## src/rtl/rvb_pkg.sv

```systemverilog
// Package: shared types for the buffered ready/valid stage.
// Assumes: phase codes are visible at ports, so their values are fixed.
package rvb_pkg;
    typedef enum logic [1:0] {
        PH_IDLE = 2'd0,
        PH_XFER = 2'd1,
        PH_WAIT = 2'd2
    } hs_phase_e;
endpackage

```

## src/rtl/rvb_store.sv

```systemverilog
// Module: circular word store with read/write pointers and an occupancy count.
// Assumes: the caller never pushes into a full store and never pops an empty one.
// Contents are not reset; only the pointers and the count are.
module rvb_store #(
    parameter int DATA_W = 32,
    parameter int DEPTH  = 16,
    parameter int PTR_W  = (DEPTH > 1) ? $clog2(DEPTH) : 1,
    parameter int CNT_W  = $clog2(DEPTH + 1)
) (
    input  logic              clk,
    input  logic              rst_n,
    input  logic              push,
    input  logic              pop,
    input  logic [DATA_W-1:0] wdata,
    output logic [DATA_W-1:0] rdata,
    output logic [CNT_W-1:0]  count
);
    localparam logic [PTR_W-1:0] LAST = PTR_W'(DEPTH - 1);

    logic [DATA_W-1:0] mem [DEPTH];
    logic [PTR_W-1:0]  wr_ptr;
    logic [PTR_W-1:0]  rd_ptr;

    function automatic logic [PTR_W-1:0] bump(input logic [PTR_W-1:0] p);
        return (p == LAST) ? '0 : p + PTR_W'(1);
    endfunction

    // Write the incoming word into the slot at the write pointer.
    always_ff @(posedge clk) begin
        if (push) mem[wr_ptr] <= wdata;
    end

    // Advance the pointers and track occupancy.
    always_ff @(posedge clk) begin
        if (!rst_n) begin
            wr_ptr <= '0;
            rd_ptr <= '0;
            count  <= '0;
        end else begin
            if (push) wr_ptr <= bump(wr_ptr);
            if (pop)  rd_ptr <= bump(rd_ptr);
            case ({push, pop})
                2'b10:   count <= count + CNT_W'(1);
                2'b01:   count <= count - CNT_W'(1);
                default: count <= count;
            endcase
        end
    end

    // Present the oldest word.
    assign rdata = mem[rd_ptr];
endmodule

```

## src/rtl/rvb_flags.sv

```systemverilog
// Module: occupancy flags plus the registered upstream ready.
// Assumes: AF_LEVEL leaves at least one free slot for the word taken during the ready lag.
module rvb_flags #(
    parameter int DEPTH    = 16,
    parameter int AF_LEVEL = 8,
    parameter int CNT_W    = $clog2(DEPTH + 1)
) (
    input  logic             clk,
    input  logic             rst_n,
    input  logic [CNT_W-1:0] count,
    output logic             empty,
    output logic             full,
    output logic             almost_full,
    output logic             ready_q
);
    localparam logic [CNT_W-1:0] AF_CNT   = CNT_W'(AF_LEVEL);
    localparam logic [CNT_W-1:0] FULL_CNT = CNT_W'(DEPTH);

    // Decode the occupancy into flags.
    always_comb begin
        empty       = (count == '0);
        full        = (count == FULL_CNT);
        almost_full = (count >= AF_CNT);
    end

    // Register ready from the almost-full flag; low through reset.
    always_ff @(posedge clk) begin
        if (!rst_n) ready_q <= 1'b0;
        else        ready_q <= !almost_full;
    end
endmodule

```

## src/rtl/rvb_phase.sv

```systemverilog
// Module: records the handshake condition one interface saw at the last clock edge.
// Assumes: valid and ready belong to the same interface and clock.
module rvb_phase
    import rvb_pkg::*;
(
    input  logic      clk,
    input  logic      rst_n,
    input  logic      valid,
    input  logic      ready,
    output hs_phase_e phase
);
    // Classify the edge as idle, transfer or wait.
    always_ff @(posedge clk) begin
        if (!rst_n)     phase <= PH_IDLE;
        else if (!valid) phase <= PH_IDLE;
        else if (ready)  phase <= PH_XFER;
        else             phase <= PH_WAIT;
    end
endmodule

```

## src/rtl/rv_buf_stage.sv

```systemverilog
// Module: buffered ready/valid stage. Words arrive upstream, wait in a circular
// store and leave downstream in order. out_valid depends only on stored state.
// Assumes: a single clock; the producer honours in_ready (writes are gated anyway).
module rv_buf_stage
    import rvb_pkg::*;
#(
    parameter int DATA_W   = 32,
    parameter int DEPTH    = 16,
    parameter int AF_LEVEL = 8,
    parameter int CNT_W    = $clog2(DEPTH + 1)
) (
    input  logic              clk,
    input  logic              rst_n,
    input  logic              in_valid,
    input  logic [DATA_W-1:0] in_data,
    output logic              in_ready,
    output logic              out_valid,
    output logic [DATA_W-1:0] out_data,
    input  logic              out_ready,
    output logic [CNT_W-1:0]  level,
    output logic              empty,
    output logic              full,
    output logic              almost_full,
    output logic [1:0]        in_phase,
    output logic [1:0]        out_phase
);
    logic      push;
    logic      pop;
    hs_phase_e in_ph;
    hs_phase_e out_ph;

    // Gate the transfers by their handshakes; full blocks writes.
    always_comb begin
        push      = in_valid && in_ready && !full;
        out_valid = !empty;
        pop       = out_valid && out_ready;
    end

    rvb_store #(.DATA_W(DATA_W), .DEPTH(DEPTH), .CNT_W(CNT_W)) u_store (
        .clk(clk), .rst_n(rst_n), .push(push), .pop(pop),
        .wdata(in_data), .rdata(out_data), .count(level)
    );

    rvb_flags #(.DEPTH(DEPTH), .AF_LEVEL(AF_LEVEL), .CNT_W(CNT_W)) u_flags (
        .clk(clk), .rst_n(rst_n), .count(level), .empty(empty),
        .full(full), .almost_full(almost_full), .ready_q(in_ready)
    );

    rvb_phase u_in_phase (
        .clk(clk), .rst_n(rst_n), .valid(in_valid), .ready(in_ready), .phase(in_ph)
    );

    rvb_phase u_out_phase (
        .clk(clk), .rst_n(rst_n), .valid(out_valid), .ready(out_ready), .phase(out_ph)
    );

    assign in_phase  = in_ph;
    assign out_phase = out_ph;
endmodule

```

## config.mk

```make
export PLATFORM = sky130hd
export DESIGN_NAME = rv_buf_stage
export DESIGN_NICKNAME = d
export VERILOG_FILES = /design/src/rtl/rvb_pkg.sv /design/src/rtl/rvb_store.sv /design/src/rtl/rvb_flags.sv /design/src/rtl/rvb_phase.sv /design/src/rtl/rv_buf_stage.sv
export SDC_FILE = /design/constraint.sdc
export NUM_CORES = 1
export LEC_CHECK = 0
export BUFFER_PORTS_ARGS = -buffer_cell sky130_fd_sc_hd__buf_4
export CORE_MARGIN = 1
export CORE_UTILIZATION = 50
export CTS_BUF_LIST = sky130_fd_sc_hd__clkbuf_8
export CTS_CLUSTER_DIAMETER = 80
export CTS_CLUSTER_SIZE = 30
export DETAILED_ROUTE_END_ITERATION = 8
export PLACE_DENSITY = 0.76
export SLEW_MARGIN = 40
export SYNTH_ARGS = -nofsm -noshare
export SYNTH_HDL_FRONTEND = slang
export SYNTH_SLANG_ARGS = --single-unit
```

## constraint.sdc

```tcl
create_clock -name clk -period 3.94 [get_ports clk]
set_input_delay 0.197 -clock clk [delete_from_list [all_inputs] [get_ports clk]]
set_output_delay 0.197 -clock clk [all_outputs]
set_load 0.005 [all_outputs]
```

==> flow_summary.ini, run 1 <==
[run_status]
outcome = finished, final reports clean

[drt]
drt-wirelength-per-cell_um = 25.1
drc_errors = 0
drtIter0Drc = 893
drtAntennaViolNets = 0
drt_wl_total_um = 39600
vias = 9485
first_pass_iters = 5
routed_via_density = 6.01

[yosys]
yosys.area.top_type = edfxtp_1
ys_async_sr_fraction = 0
synth_warnings = 0
synth_common_cells = edfxtp_1 (512), mux4_2 (128), a22oi_1 (64)
post-synth-top-count-cell = edfxtp_1
synth_area_per_cell_um2 = 22.1
synth_edf_count = 512
synth_top_flop_cell = edfxtp_1
synthDistinctLibCells = 40
syn_inst = 919
synth_area_um2 = 20300
synthesis.nets = 963
synth.top_cell.area_share = 0.757
synth_area_leaders = edfxtp_1 (76%), mux4_2 (14%), a22oi_1 (2.4%), dfxtp_1 (2.2%), nand2_1 (0.79%)
seq_area_frac_synth = 0.779
ys_ff_latch = 534

[worst_setup_path]
cp_max_fo = 17
cp-end-kind = flip-flop
r2r_slack_ns = 0.86
worstSetupStartpointType = flip-flop
crit_arrival_ns = 3.54
required_ns = 4.40
criticalPathCategory = flip-flop to flip-flop

[clock_network]
cts_setup_buffers = 0
numCtsBuffers = 23
cts_tree = built
insertion_delay_ns = 0.62
path_clk_slew_ns = 0.17
h-tree-depth = 1
cts-root-buf = clkbuf_8
cts_hold_buf = 37
numClockSinks = 534
cts.repair.resized = 0
max-clock-path-buffers = 3

[pwr]
powerDensity_nw_per_um2 = 501
p_leak_uw = 0.00708
peakVddDrop_uv = 352

[cells_and_area]
syn_to_final_growth_pct = 11.2
drive_gt1_frac = 0.278
layout.cells.non_filler = 1578
finalNetCount = 1085
insertedDiodeCount = 0
final_area_um2 = 22600

[sta]
clock.fmax_mhz = 325
clock_skew_ns = 0.0561
grt_setup_unrepaired = no
slew_viol_final = 0
hold_viol_final = 0
min_period_over_period = 0.782
setup_ws_ns = 0.860
period_needed_ns = 3.08
tightest_slew_ns = 0.787
timing.max_slew.rel_slack = 0.474
tns_ns = 0
setup_viol = 0

[global_route]
grt_max_degree = 42
antenna_found_initial = 0
grt_pass1_vias = 9695
track_usage = 0.193
grt_first_pass_wirelength_um = 59000
grt_overflow = 0

[place]
placed_cell_area_um2 = 21700
place_ws_ns = 1.01
port_buffers = 81
dp.cells = 1503
hpwl_um = 22500
place_congestion = 0.723

[die]
io_pins = 82
start_util = 0.509
die_w_um = 204
chipHeight_um = 204
die-area_um2 = 41400
fp-row-count = 73
core_area_um2 = 39900

[hold_path]
hp-class = primary input to flip-flop

[job]
maxCapViolations = 0
==> stage by stage <==
stage          hold slack (ns)  utilization  power [uW]
6_report                 0.394        0.566       11300
5_1_grt                  0.393        0.566       11800
4_1_cts                  0.356        0.565       11400
3_5_place_dp             0.379        0.545        9240
3_3_place_gp             0.375        0.541        9160
2_1_floorplan            0.273            -        8410
==> layout make-up <==
cell class | instances | area (um2)
inverters | 6 | 22.5
fillers | 2834 | 17300
flip-flops and latches | 534 | 15800
repair buffers | 146 | 1330
clock inverters | 14 | 138
well taps | 525 | 657
clock buffers | 23 | 317
multi-input cells | 330 | 4300
==> critical path, stage by stage, from the launching register on <==
cell     delay (ns)
dfxtp_1        0.51
nor3_2         0.15
a21oi_2        0.60
inv_1          0.19
ha_1           0.35
xor2_1         0.18
ha_1           0.23
or3_1          0.31
nor3_1         0.19
or3_1          0.15
nand4_1        0.07
==> sequential cells by signal, summed over array words and instances, names as in the netlist, named ones only <==
signal and count:
u_flags.ready_q 1, u_in_phase.phase 2, u_out_phase.phase 2, u_store.count 5, u_store.mem 512, u_store.rd_ptr 4
u_store.wr_ptr 4
==> worst paths after layout <==
| path | cells after the start | end | start |
|---|---|---|---|
| setup / recovery | 10 | u_store.count[4] | u_store.count[1] |
| hold / removal | 2 | u_store.mem[2][28] | in_data[28] |
| setup reg to reg | 10 | u_store.count[4] | u_store.count[1] |
| hold reg to reg | 1 | u_in_phase.phase[1] | u_flags.ready_q |
==> placed cells by master, fill, tap and decap left out, drive strengths merged, types with 2 or more instances in the layout <==
master | Yosys | layout
a21boi | 2 | 2
a21oi | 6 | 6
a22oi | 64 | 64
a31oi | 2 | 2
and2 | 8 | 8
and3 | 15 | 15
buf | 26 | 109
clkbuf | 23 | 23
clkinv | 0 | 2
clkinvlp | 0 | 2
dfxtp | 22 | 22
dlygate4sd3 | 0 | 37
edfxtp | 512 | 512
ha | 8 | 8
inv | 6 | 15
mux2i | 7 | 7
mux4 | 128 | 128
nand2 | 43 | 43
nand2b | 3 | 3
nand3 | 2 | 2
nor2 | 5 | 5
nor2b | 13 | 13
nor3 | 3 | 3
nor3b | 3 | 3
o21ai | 2 | 2
or3 | 3 | 3
xnor2 | 3 | 3
==> per-layer routing <==
layer,part of all wire,vias to the layer above,wire length (um),global-route usage
met4,0.019,0,745,0.0411
met5,0,-,0,0
li1,-,4071,-,-
met2,0.50,341,19800,0.320
met1,0.42,5030,16700,0.279
met3,0.059,43,2350,0.0198
==> cell families (layout without fill, tap and decap cells) <==
group,after synthesis,after routing,share of synthesized area
DFF,534,534,0.779
AOI/OAI and AO/OA,84,84,0.0308
and+or+nand+nor,99,99,0.0247
muxes,135,135,0.145
xor gates and xnor gates,4,4,0.00172
adders and majority gates,8,8,0.00493
buffers and inverters,55,189,0.0139
==> where the power goes <==
group	total [uW]	internal, uW	switching, uW	leakage (uW)
clock	2230	654	1570	0.000246
sequential	6510	6350	151	0.00479
combinational	2590	1440	1160	0.00204
total	11300	8440	2880	0.00708
Note: power is estimated with default switching activity, not from simulation.
==> run 2: changes to the inputs <==
==> constraint.sdc (replaced) <==
create_clock -name clk -period 2.9 [get_ports clk]
set_input_delay 0.145 -clock clk [delete_from_list [all_inputs] [get_ports clk]]
set_output_delay 0.145 -clock clk [all_outputs]
set_load 0.005 [all_outputs]
==> run 2 against run 1 <==
Effect of this change:
- global-route usage increased by 0.52 points
- die area unchanged
- worst hold slack got worse by 0.035 ns
- power increased by 35%
- worst setup slack got worse by 0.74 ns
- sequential power increased by 36%
- clock power increased by 27%
- critical path type is now flip-flop to output port
- largest power group unchanged
==> flow_summary.ini, run 2 (synthesis results as in run 1) <==
[run_status]
outcome = finished, final reports clean

[sta]
period_needed_ns = 2.78
grt_setup_unrepaired = no
slew_viol_final = 0
setup_viol = 0
tns_ns = 0
setup_ws_ns = 0.122
hold_viol_final = 0
timing.max_slew.rel_slack = 0.592
clock.fmax_mhz = 360
tightest_slew_ns = 0.613
clock_skew_ns = 0.0246
min_period_over_period = 0.958

[cells_and_area]
layout.cells.non_filler = 1596
drive_gt1_frac = 0.289
largest_reg_flops = 512
top_register = u_store.mem
final_cell_mix = edfxtp_1 (512), mux4_2 (128), buf_4 (107)
top_regs = u_store.mem: 512 flops, u_store.count: 5 flops
mostFrequentLayoutCell = edfxtp_1
finalNetCount = 1103
syn_to_final_growth_pct = 12.1

[hold_path]
whs_endpoint = u_in_phase.phase[0]
min_from = in_valid
hp-class = primary input to flip-flop
hold_depth = 3

[die]
core_area_um2 = 39900
io_pins = 82
start_util = 0.509
die-area_um2 = 41400
fp-row-count = 73
die_w_um = 204
chipHeight_um = 204

[worst_setup_path]
reg2reg_depth = 9
worstPathBufferInverterCount = 2
crit_family = flip-flops
cp_max_fo = 35
crit_arrival_ns = 2.63
criticalPathCategory = flip-flop to output port
worst_path_largest_cell_delay_ns = 0.77
r2r_slack_ns = 0.26
cp_slowest_cell = dfxtp_4
cp-end-kind = output port
rr_startpoint = u_store.count[1]
required_ns = 2.76
worstSetupStartpointType = flip-flop
crit_path_cell_trace = buf_12 -> mux4_2 -> a22oi_1 -> nand2_1 -> buf_4
r2r_end = u_store.count[4]

[drt]
drtIter0Drc = 913
drt-wirelength-per-cell_um = 25.5
first_pass_iters = 5
drt_wl_total_um = 40700
drc_errors = 0
drtAntennaViolNets = 0
vias = 9713
routed_via_density = 6.09

[clock_network]
insertion_delay_ns = 0.62
path_clk_slew_ns = 0.16
numClockSinks = 534
max-clock-path-buffers = 3
cts-root-buf = clkbuf_8
h-tree-depth = 1
numCtsBuffers = 22
cts_tree = built

[pwr]
p_leak_uw = 0.00718
peakVddDrop_uv = 640
powerDensity_nw_per_um2 = 673

[global_route]
grt_overflow = 0
antenna_found_initial = 2
grt_first_pass_wirelength_um = 59800
grt_pass1_vias = 9756
track_usage = 0.198
grt_max_degree = 36

[place]
place_ws_ns = 0.328
dp.cells = 1512
place_congestion = 0.759
port_buffers = 81
hpwl_um = 22500

[job]
maxCapViolations = 0
## run 2: changes by cell type in the layout (fill, tap and decap cells not counted), moves of 2 or more
cell        delta
inv_6          +2
and3_4         -6
buf_12        +16
buf_16         -4
diode_2        +2
and3_2         +6
buf_4          +7
clkinvlp_4     -2
## run 2: worst min-delay path, delay by kind of cell
kind / cells / cell delay, ns
AND/OR/NAND/NOR: 1 / 0.15
buffers and inverters: 2 / 0.64
## run 2: area by class of cell
type / count / area (um2)
inverter: 6 / 22.5
fill: 2845 / 17100
multi-input combinational: 330 / 4280
timing repair buffer: 165 / 1590
antenna: 2 / 5.00
tap: 525 / 657
clock buffer: 23 / 317
sequential: 534 / 15800
clock inverter: 11 / 68.8
## run 2: per-stage QoR
step | area [um2] | hold slack [ns] | utilization | power (uW)
2_1_floorplan | 20300 | 0.221 | - | 11400
3_3_place_gp | 21900 | 0.321 | 0.549 | 12500
3_5_place_dp | 21900 | 0.326 | 0.549 | 12600
4_1_cts | 22700 | 0.327 | 0.568 | 15400
5_1_grt | 22800 | 0.349 | 0.570 | 15900
6_report | 22800 | 0.359 | 0.570 | 15300
## run 2: report_power, final
| group | internal [uW] | total [uW] | switching, uW |
|---|---|---|---|
| combinational | 2050 | 3660 | 1610 |
| clock | 768 | 2840 | 2080 |
| sequential | 8630 | 8830 | 194 |
| total | 11500 | 15300 | 3880 |
## run 2: worst max path at each step
stage / from / end / slack [ns] / cells after the start
after global routing: flip-flop / out_data[1] / 0.002 / 5
after global placement: u_store.count[1] / u_store.count[4] / 0.45 / 9
final: flip-flop / out_data[1] / 0.12 / 5
after detailed placement: u_store.count[1] / u_store.count[4] / 0.33 / 9
after floorplan: u_store.wr_ptr[0] / u_store.mem[7][0] / 0.12 / 4
after CTS: flip-flop / out_data[6] / 0.02 / 5
## run 2: timing repair
action | 4_1_cts | 5_1_grt
hold buffers | 37 | 0
endpoints found under the hold margin | 534 | 0
setup endpoints to repair | 0 | 17
gates resized for setup | 0 | 0
buffers inserted | 0 | 11
## run 2: per-layer routing
metal | up-vias | track usage | routed length [um]
met5 | - | 0 | 0
met4 | 0 | 0.0373 | 669
met3 | 44 | 0.0257 | 3260
met2 | 443 | 0.327 | 20200
met1 | 5117 | 0.286 | 16600
li1 | 4109 | - | -
